<file path="config.mk">
export PLATFORM = sky130hd
export DESIGN_NAME = gpio_port_irq
export DESIGN_NICKNAME = d
export VERILOG_FILES = /design/src/rtl/gpio_pkg.sv /design/src/rtl/gpio_sync.sv /design/src/rtl/gpio_pin_event.sv /design/src/rtl/gpio_port_irq.sv
export SDC_FILE = /design/constraint.sdc
export NUM_CORES = 1
export LEC_CHECK = 0
export BUFFER_PORTS_ARGS = -buffer_cell sky130_fd_sc_hd__buf_2
export CAP_MARGIN = 15
export CELL_PAD_IN_SITES_DETAIL_PLACEMENT = 0
export CELL_PAD_IN_SITES_GLOBAL_PLACEMENT = 2
export CORE_AREA = 10 10 232 234
export CTS_CLUSTER_SIZE = 30
export DETAILED_ROUTE_END_ITERATION = 10
export DIE_AREA = 0 0 242 244
export PLACE_DENSITY_LB_ADDON = 0.1
export SYNTH_ARGS = -nofsm -noshare
export SYNTH_HDL_FRONTEND = slang
export SYNTH_SLANG_ARGS = --single-unit
</file>
<file path="constraint.sdc">
create_clock -name clk -period 2.84 [get_ports clk]
set_input_delay 0.568 -clock clk [delete_from_list [all_inputs] [get_ports clk]]
set_output_delay 0.568 -clock clk [all_outputs]
set_load 0.03 [all_outputs]
</file>
<file path="src/rtl/gpio_pkg.sv">
package gpio_pkg;
  // word indices (byte offset = index * 4)
  localparam int REG_OUT     = 0;
  localparam int REG_IN      = 1;
  localparam int REG_DIR     = 2;
  localparam int REG_SET     = 3;
  localparam int REG_CLR     = 4;
  localparam int REG_PULLEN  = 5;
  localparam int REG_PULLSEL = 6;
  localparam int REG_IEN     = 7;
  localparam int REG_ISTAT   = 8;
  localparam int REG_IMASK   = 9;
  localparam int REG_TLVL    = 10;
  localparam int REG_DUAL    = 11;
  localparam int REG_POL     = 12;

  typedef struct packed {
    logic lvl;
    logic dual;
    logic pol;
  } trig_cfg_t;
endpackage

</file>
<file path="src/rtl/gpio_sync.sv">
module gpio_sync #(
  parameter int W      = 32,
  parameter int STAGES = 2
) (
  input  logic         clk,
  input  logic         rst_n,
  input  logic [W-1:0] d,
  output logic [W-1:0] q
);
  logic [W-1:0] stg [STAGES];

  always_ff @(posedge clk or negedge rst_n) begin
    if (!rst_n) stg[0] <= '0;
    else        stg[0] <= d;
  end

  for (genvar s = 1; s < STAGES; s++) begin : g_stage
    always_ff @(posedge clk or negedge rst_n) begin
      if (!rst_n) stg[s] <= '0;
      else        stg[s] <= stg[s-1];
    end
  end

  assign q = stg[STAGES-1];
endmodule

</file>
<file path="src/rtl/gpio_pin_event.sv">
module gpio_pin_event
  import gpio_pkg::*;
(
  input  logic      clk,
  input  logic      rst_n,
  input  logic      smp,
  input  trig_cfg_t cfg,
  input  logic      en,
  input  logic      clr,
  output logic      status
);
  logic prev_q;
  logic hit;
  logic evt;

  always_comb begin
    if (cfg.lvl)       hit = cfg.pol ? ~smp : smp;
    else if (cfg.dual) hit = smp ^ prev_q;
    else if (cfg.pol)  hit = prev_q & ~smp;
    else               hit = smp & ~prev_q;
  end

  assign evt = en & hit;

  always_ff @(posedge clk or negedge rst_n) begin
    if (!rst_n) begin
      prev_q <= 1'b0;
      status <= 1'b0;
    end else begin
      prev_q <= smp;
      status <= (status & ~clr) | evt;
    end
  end

  // status holds until a clear
  assert_status_hold_R8: assert property (@(posedge clk) disable iff (!rst_n)
    (status && !clr) |=> status);
  // a detected event wins over a clear in the same cycle
  assert_event_wins_R8: assert property (@(posedge clk) disable iff (!rst_n)
    evt |=> status);
  // disabled pin never latches
  assert_disabled_quiet_R9: assert property (@(posedge clk) disable iff (!rst_n)
    (!en && !status) |=> !status);
endmodule

</file>
<file path="src/rtl/gpio_port_irq.sv">
module gpio_port_irq
  import gpio_pkg::*;
#(
  parameter int NPINS  = 32,
  parameter int ADDR_W = 8,
  parameter int SYNC_STAGES = 2
) (
  input  logic              clk,
  input  logic              rst_n,
  input  logic              req_valid,
  output logic              req_ready,
  input  logic              req_write,
  input  logic [ADDR_W-1:0] req_addr,
  input  logic [NPINS-1:0]  req_wdata,
  output logic              rsp_valid,
  input  logic              rsp_ready,
  output logic [NPINS-1:0]  rsp_rdata,
  input  logic [NPINS-1:0]  pad_in,
  output logic [NPINS-1:0]  pad_out,
  output logic [NPINS-1:0]  pad_oe,
  output logic [NPINS-1:0]  pull_en,
  output logic [NPINS-1:0]  pull_sel,
  output logic              irq
);
  localparam int IDX_W = ADDR_W - 2;

  logic [IDX_W-1:0] word;
  logic             aligned;
  logic             acc;
  logic             wr;
  int               widx;

  logic [NPINS-1:0] out_q, dir_q, pen_q, psel_q;
  logic [NPINS-1:0] ien_q, imask_q, tlvl_q, dual_q, pol_q;
  logic [NPINS-1:0] smp, status, clr_vec, rd_val;
  logic             irq_q;

  assign word      = req_addr[ADDR_W-1:2];
  assign aligned   = (req_addr[1:0] == 2'b00);
  assign widx      = int'(word);
  assign req_ready = !rsp_valid || rsp_ready;
  assign acc       = req_valid && req_ready;
  assign wr        = acc && req_write && aligned;

  // configuration and output registers
  always_ff @(posedge clk or negedge rst_n) begin
    if (!rst_n) begin
      out_q   <= '0;
      dir_q   <= '0;
      pen_q   <= '0;
      psel_q  <= '0;
      ien_q   <= '0;
      imask_q <= '0;
      tlvl_q  <= '0;
      dual_q  <= '0;
      pol_q   <= '0;
    end else if (wr) begin
      case (widx)
        REG_OUT:     out_q   <= req_wdata;
        REG_SET:     out_q   <= out_q | req_wdata;
        REG_CLR:     out_q   <= out_q & ~req_wdata;
        REG_DIR:     dir_q   <= req_wdata;
        REG_PULLEN:  pen_q   <= req_wdata;
        REG_PULLSEL: psel_q  <= req_wdata;
        REG_IEN:     ien_q   <= req_wdata;
        REG_IMASK:   imask_q <= req_wdata;
        REG_TLVL:    tlvl_q  <= req_wdata;
        REG_DUAL:    dual_q  <= req_wdata;
        REG_POL:     pol_q   <= req_wdata;
        default:     ;
      endcase
    end
  end

  assign clr_vec = (wr && widx == REG_ISTAT) ? req_wdata : '0;

  gpio_sync #(.W(NPINS), .STAGES(SYNC_STAGES)) u_sync (
    .clk  (clk),
    .rst_n(rst_n),
    .d    (pad_in),
    .q    (smp)
  );

  for (genvar i = 0; i < NPINS; i++) begin : g_pin
    trig_cfg_t cfg;
    assign cfg.lvl  = tlvl_q[i];
    assign cfg.dual = dual_q[i];
    assign cfg.pol  = pol_q[i];
    gpio_pin_event u_evt (
      .clk   (clk),
      .rst_n (rst_n),
      .smp   (smp[i]),
      .cfg   (cfg),
      .en    (ien_q[i]),
      .clr   (clr_vec[i]),
      .status(status[i])
    );
  end

  always_ff @(posedge clk or negedge rst_n) begin
    if (!rst_n) irq_q <= 1'b0;
    else        irq_q <= |(status & ien_q & ~imask_q);
  end
  assign irq = irq_q;

  // read path
  always_comb begin
    rd_val = '0;
    if (aligned) begin
      case (widx)
        REG_OUT:     rd_val = out_q;
        REG_IN:      rd_val = smp;
        REG_DIR:     rd_val = dir_q;
        REG_PULLEN:  rd_val = pen_q;
        REG_PULLSEL: rd_val = psel_q;
        REG_IEN:     rd_val = ien_q;
        REG_ISTAT:   rd_val = status;
        REG_IMASK:   rd_val = imask_q;
        REG_TLVL:    rd_val = tlvl_q;
        REG_DUAL:    rd_val = dual_q;
        REG_POL:     rd_val = pol_q;
        default:     rd_val = '0;
      endcase
    end
  end

  always_ff @(posedge clk or negedge rst_n) begin
    if (!rst_n) begin
      rsp_valid <= 1'b0;
      rsp_rdata <= '0;
    end else if (acc && !req_write) begin
      rsp_valid <= 1'b1;
      rsp_rdata <= rd_val;
    end else if (rsp_ready) begin
      rsp_valid <= 1'b0;
    end
  end

  assign pad_out  = out_q;
  assign pad_oe   = dir_q;
  assign pull_en  = pen_q;
  assign pull_sel = psel_q;

  // stalled response holds its data and blocks requests
  assert_rsp_hold_R12: assert property (@(posedge clk) disable iff (!rst_n)
    (rsp_valid && !rsp_ready) |=> (rsp_valid && $stable(rsp_rdata)));
  assert_req_block_R12: assert property (@(posedge clk) disable iff (!rst_n)
    (rsp_valid && !rsp_ready) |-> !req_ready);
  // set and clear writes reach the pins
  assert_set_lands_R3: assert property (@(posedge clk) disable iff (!rst_n)
    (wr && widx == REG_SET) |=> ((pad_out & $past(req_wdata)) == $past(req_wdata)));
  assert_clr_lands_R3: assert property (@(posedge clk) disable iff (!rst_n)
    (wr && widx == REG_CLR) |=> ((pad_out & $past(req_wdata)) == '0));
  // no enabled pin means no interrupt next cycle
  assert_no_enable_quiet_R9: assert property (@(posedge clk) disable iff (!rst_n)
    (ien_q == '0) |=> !irq);
endmodule

</file>
# Word-level counts from Yosys, hierarchy flattened
# Cells that the tools add are included.
totals:
  register_bits: 450
  wordCells: 541
op_classes:
  bitwise: 294
  muxes: 134
  reduce_logical: 22
  n_eq_ne: 13
op_table:
  columns: ["cell", "n"]
  rows:
  - ["$pmux 32 s11", 1]
  - ["$mux 1", 130]
  - ["$and 1x1->1", 128]
  - ["$and 32x32->32", 3]
  - ["$not 1->1", 96]
  - ["$pmux 32 s3", 1]
  - ["$mux 32", 2]
  - ["$not 32->32", 2]
  - ["$logic_not 32->1", 1]
  - ["$or 1x1->1", 32]
  - ["$or 32x32->32", 1]
  - ["$reduce_or 32->1", 1]
  - ["$xor 1x1->1", 32]
  - ["$eq 6x4->1 const B", 5]
  - ["$eq 6x3->1 const B", 4]
  - ["$reduce_and 2->1", 9]
  - ["$eq 6x2->1 const B", 2]
  - ["$eq 6x1->1 const B", 1]
  - ["$eq 6x5->1 const B", 1]
  - ["$logic_and 1x1->1", 5]
  - ["$reduce_bool 3->1", 1]
  - ["$logic_not 1->1", 2]
  - ["$logic_not 2->1", 1]
  - ["$reduce_bool 2->1", 1]
  - ["$logic_or 1x1->1", 1]

# Logic depth before layout (Yosys ltp)
logic_depth:
  word_depth: 10
  depth_mapped: 8

# Hierarchy
# Synthesis repeated with hierarchy kept, for this count alone.
hier_totals:
  cells_unflattened: 1769
  hier_area_um2: 21535.7
modules_own_cells:
  columns: ["mod", "seq_area_each_um2", "instances", "area_each_um2", "cells_each"]
  rows:
  - ["gpio_port_irq", 8057.7, 1, 15409.8, 1225]
  - ["gpio_pin_event", 50.0, 32, 133.9, 14]
  - ["gpio_sync", 1601.5, 1, 1841.8, 96]

# Least setup slack after synthesis
# OpenSTA, ideal clock, no wires.
synth_timing:
  path_kind: "input port to flip-flop"
  start: "input port rsp_ready"
  end: "register out_q[0] (netlist: pad_out[0])"
  setup_ps: 122
  setup_slack_ps: 459
  arrival_time_ps: 2260
  path_stages: 7
  cell_sequence: "nand2b_1 > nand4_1 > buf_2 > nor4_2 > buf_2 > nand2_1 > a32o_1"
synth_between:
  elab_chain_len: 5
synth_lines:
  columns: ["element", "line_no", "text"]
  rows:
  - ["start, declared", "gpio_port_irq.sv:16", "input logic rsp_ready,"]
  - ["$logic_or 1x1->1", "gpio_port_irq.sv:41", "assign req_ready = !rsp_valid || rsp_ready;"]
  - ["$logic_and 1x1->1", "gpio_port_irq.sv:42", "assign acc = req_valid && req_ready;"]
  - ["$logic_and 1x1->1 (2 in series)", "gpio_port_irq.sv:43", "assign wr = acc && req_write && aligned;"]
  - ["$reduce_and 2->1 (no source line)", null, null]
  - ["end signal, assigned", "gpio_port_irq.sv:59", "REG_OUT: out_q <= req_wdata;"]
  - ["end signal, assigned", "gpio_port_irq.sv:60", "REG_SET: out_q <= out_q | req_wdata;"]
  - ["end signal, assigned", "gpio_port_irq.sv:61", "REG_CLR: out_q <= out_q & ~req_wdata;"]
  - ["end, declared", "gpio_port_irq.sv:33", "logic [NPINS-1:0] out_q, dir_q, pen_q, psel_q;"]
# No other way between the ends.
# A chain may end at the register's enable or synchronous reset.

# Worst setup path after layout
layout_timing:
  start: "register rsp_valid"
  end: "register out_q[19] (netlist: pad_out[19])"
layout_between:
  elab_chain_len: 6
layout_lines:
  columns: ["element", "line_no", "text"]
  rows:
  - ["start, declared", "gpio_port_irq.sv:15", "output logic rsp_valid,"]
  - ["start signal, assigned", "gpio_port_irq.sv:129", "rsp_valid <= 1'b0;"]
  - ["start signal, assigned", "gpio_port_irq.sv:132", "rsp_valid <= 1'b1;"]
  - ["start signal, assigned", "gpio_port_irq.sv:135", "rsp_valid <= 1'b0;"]
  - ["$logic_not 1->1", "gpio_port_irq.sv:41", null]
  - ["$logic_or 1x1->1", "gpio_port_irq.sv:41", null]
  - ["$logic_and 1x1->1", "gpio_port_irq.sv:42", null]
  - ["$logic_and 1x1->1 (2 in series)", "gpio_port_irq.sv:43", null]
  - ["$reduce_and 2->1 (no source line)", null, null]
# No other way between the ends.

==> summary.md <==
| Metric | Value |
|---|---|
| GR Layer Usage met2 | `37.5%` |
| Max Slew Vio Count | `0` |
| Number of global-route vias before repair | `15858` |
| Maxcap violations | `0` |
| Yosys reg bits | `450` |
| Most frequent cells in the layout | `450 x dfrtp_1, 280 x mux2_2, 238 x buf_2, 193 x nand2_1, 82 x o21ai_0` |
| Die width | `242 µm` |
| Crit Path Max Fanout | `23` |
| Post-CTS Hold Fix Bufs | `1` |
| Synth cell types | `56` |
| Status | `complete, no violations` |
| CTS tree | `yes` |
| Crit end category | `flip-flop` |
| Clock latency on the worst-skew pair | `0.59 ns` |
| Routed wire length | `72.3 mm` |
| Cts repair resizes | `0` |
| Setup TNS | `0 ns` |
| Synth Instances | `1693` |
| Actual slew at the worst max-slew pin | `0.696 ns` |
| Prevailing post-synth register cell | `dfrtp_1` |
| Placer Congestion | `0.865` |
| GR Overflow Total | `0` |
| Required time worst endpoint | `3.31 ns` |
| Clock transition at the registers of the reported paths | `0.06 ns` |
| # Post-CTS Setup Buffers | `0` |
| Fin crit period | `2.08 ns` |
| H-tree Lvls | `2` |
| HP Start | `pad_in[3]` |
| EDFF count, synth | `0` |
| Starting Density | `42.4%` |
| Hold Crit Class | `in -> reg` |
| DR vias | `15481` |
| Core area | `0.0495 mm²` |
| Critical Path Start Type | `flip-flop` |
| Initial antenna violation count | `2` |
| Post-route cell area | `0.0250 mm²` |
| RSZ-0062 raised after global routing | `no` |
| Commonest non-fill, non-tap cell in the layout | `dfrtp_1` |
| IO Port Bufs | `239` |
| Overall routing resource usage | `24.0%` |
| Post-synth top area share | `53.8%` |
| Global-route wire length before repair | `107 mm` |
| DR iter-0 viols | `1465` |
| Post-synthesis to final-layout area growth | `19.6%` |
| Hold Fails Final Rpt | `0` |
| Met1 GRT Util | `33.6%` |
| Dpl cells | `2573` |
| Yosys Warn Count | `0` |
| Routed Antenna Nets | `0` |
| Sequential cell area fraction in the yosys report | `53.8%` |
| Slew margin rel. | `53.4%` |
| Average wire per standard cell | `27.1 µm` |
| Syn_area_per_cell | `12.4 µm²` |
| Final setup vio count | `0` |
| Non-filler cells, final | `2668` |
| Top cells by area, synth | `dfrtp_1 54%, mux2_2 15%, ha_1 3.8%` |
| Share of cells above drive strength 1 | `35.8%` |
| PD cells | `582 mW/mm²` |
| Die area | `0.0590 mm²` |
| Critical Path AT | `2.54 ns` |
| DRC violations left | `0` |
| Final period utilization | `73.1%` |
| Peak VDD IR | `0.000435 V` |
| Mapped Nets | `1834` |
| Kind of critical path | `reg -> reg` |
| Clock sink total | `450` |
| CTS Buf Count | `51` |
| Met3 usage | `4.41%` |
| Post-synth top area cell | `dfrtp_1` |
| GRT busiest layer | `met2` |
| Die height | `244 µm` |
| Largest net degree at the start of global routing | `71` |
| Clk buf depth | `3` |
| Leak Pwr | `12.2 nW` |
| Cell Area, Placed | `0.0234 mm²` |
| Post-synth ARST share | `100%` |
| Root Buffer | `clkbuf_16` |
| Final HPWL DP | `49.1 mm` |
| Std-Cell Rows | `82` |
| TritonRoute pass-1 iters | `7` |
| Critical Path Start | `rsp_valid$_DFFE_PN0P_` |
| RR Startpoint | `rsp_valid$_DFFE_PN0P_` |
| Max Clock Freq | `482 MHz` |
| Post-synthesis cell area | `0.0209 mm²` |
| Drt via density | `5.80` |
| Ports | `240` |
| Final Skew | `0.00987 ns` |
| Nets | `2096` |
-- report_power, final --
part	leakage [nW]	switching, mW	total, mW	internal [mW]
Clock	0.826	2.66	6.57	3.90
Combinational	5.39	0.679	1.09	0.409
Sequential	6.02	0.250	6.92	6.67
-- kinds of logic after synthesis --
family          count (synthesis)  synth area share [%]
compound gates                351                  12.9
xor+xnor                       33                  1.38
fa+ha+maj                      64                  3.82
buf+inv                       187                  4.13
flops                         450                  53.8
mux                           330                  17.5
simple gates                  278                  6.50
-- per-layer routing --
layer  vias to the layer above  part of all wire, %
met5                         -                    0
met4                         0                  2.9
met3                       117                  6.1
met2                       555                   46
met1                      8050                   46
li1                       6759                    -
-- cell type report --
class                      instances  area [µm²]
sequential                       450       11300
timing repair buffer             332        2140
tap                              672         841
inverter                          64         240
antenna                            1        2.50
clock buffer                      81        1550
multi-input combinational       1056        8890
fill                            4515       24400
clock inverter                    12         110
-- registers in the layout, indices dropped and copies added, names as in the netlist --
register	count
dual_q	32
g_pin.u_evt.prev_q	32
g_pin.u_evt.status	32
ien_q	32
imask_q	32
irq	1
pad_oe	32
pad_out	32
pol_q	32
pull_en	32
pull_sel	32
rsp_rdata	32
rsp_valid	1
tlvl_q	32
u_sync.q	32
u_sync.stg	32
-- synthesized netlist by cell type (6+ instances only) --
cell type  count
a221oi_1      30
a222oi_1      35
a22o_1        56
a22oi_1       30
a32o_1        33
a32oi_1       20
buf_2         30
buf_4         23
clkbuf_1      60
dfrtp_1      450
ha_1          64
inv_1         64
mux2_1        13
mux2_2       280
mux2i_1       37
nand2_1      193
nand3b_1      15
nor2_1        21
nor2b_1        7
nor3_4         6
o21ai_0       82
o22ai_1       27
o2bb2ai_1      6
xor2_1        33
-- critical path: stages, from the launching register on --
cell	delay (ns)
dfrtp_1	0.38
nand2b_1	0.13
nand4_1	0.13
buf_4	0.26
nor4_4	0.40
buf_12	0.26
nand2_1	0.08
a32o_1	0.26
-- per-stage QoR --
stage               utilization (%)  setup WS [ns]  hold slack [ns]  total power, mW
floorplan                         -          0.459            0.272             7.55
global placement               47.3          0.267            0.334             8.10
detailed placement             47.3          0.216            0.335             8.12
CTS                            50.6          0.781           0.0434             14.7
global route                   50.6          0.660           0.0491             15.1
finish                         50.6          0.764           0.0822             14.6
-- path summary, 6_finish.rpt --
kind / end / slack [ns] / cells past startpoint
min in group asynchronous: u_sync.stg[44]$_DFF_PN0_ / 0.58 / 2
min: u_sync.stg[35]$_DFF_PN0_ / 0.08 / 1
min reg2reg: u_sync.q[2]$_DFF_PN0_ / 0.35 / 0
max reg2reg: pad_out[19]$_DFFE_PN0P_ / 0.76 / 7
max: pad_out[19]$_DFFE_PN0P_ / 0.76 / 7
max in group asynchronous: u_sync.stg[59]$_DFF_PN0_ / 1.41 / 3
No activity file was read; power rests on OpenSTA's default activity.
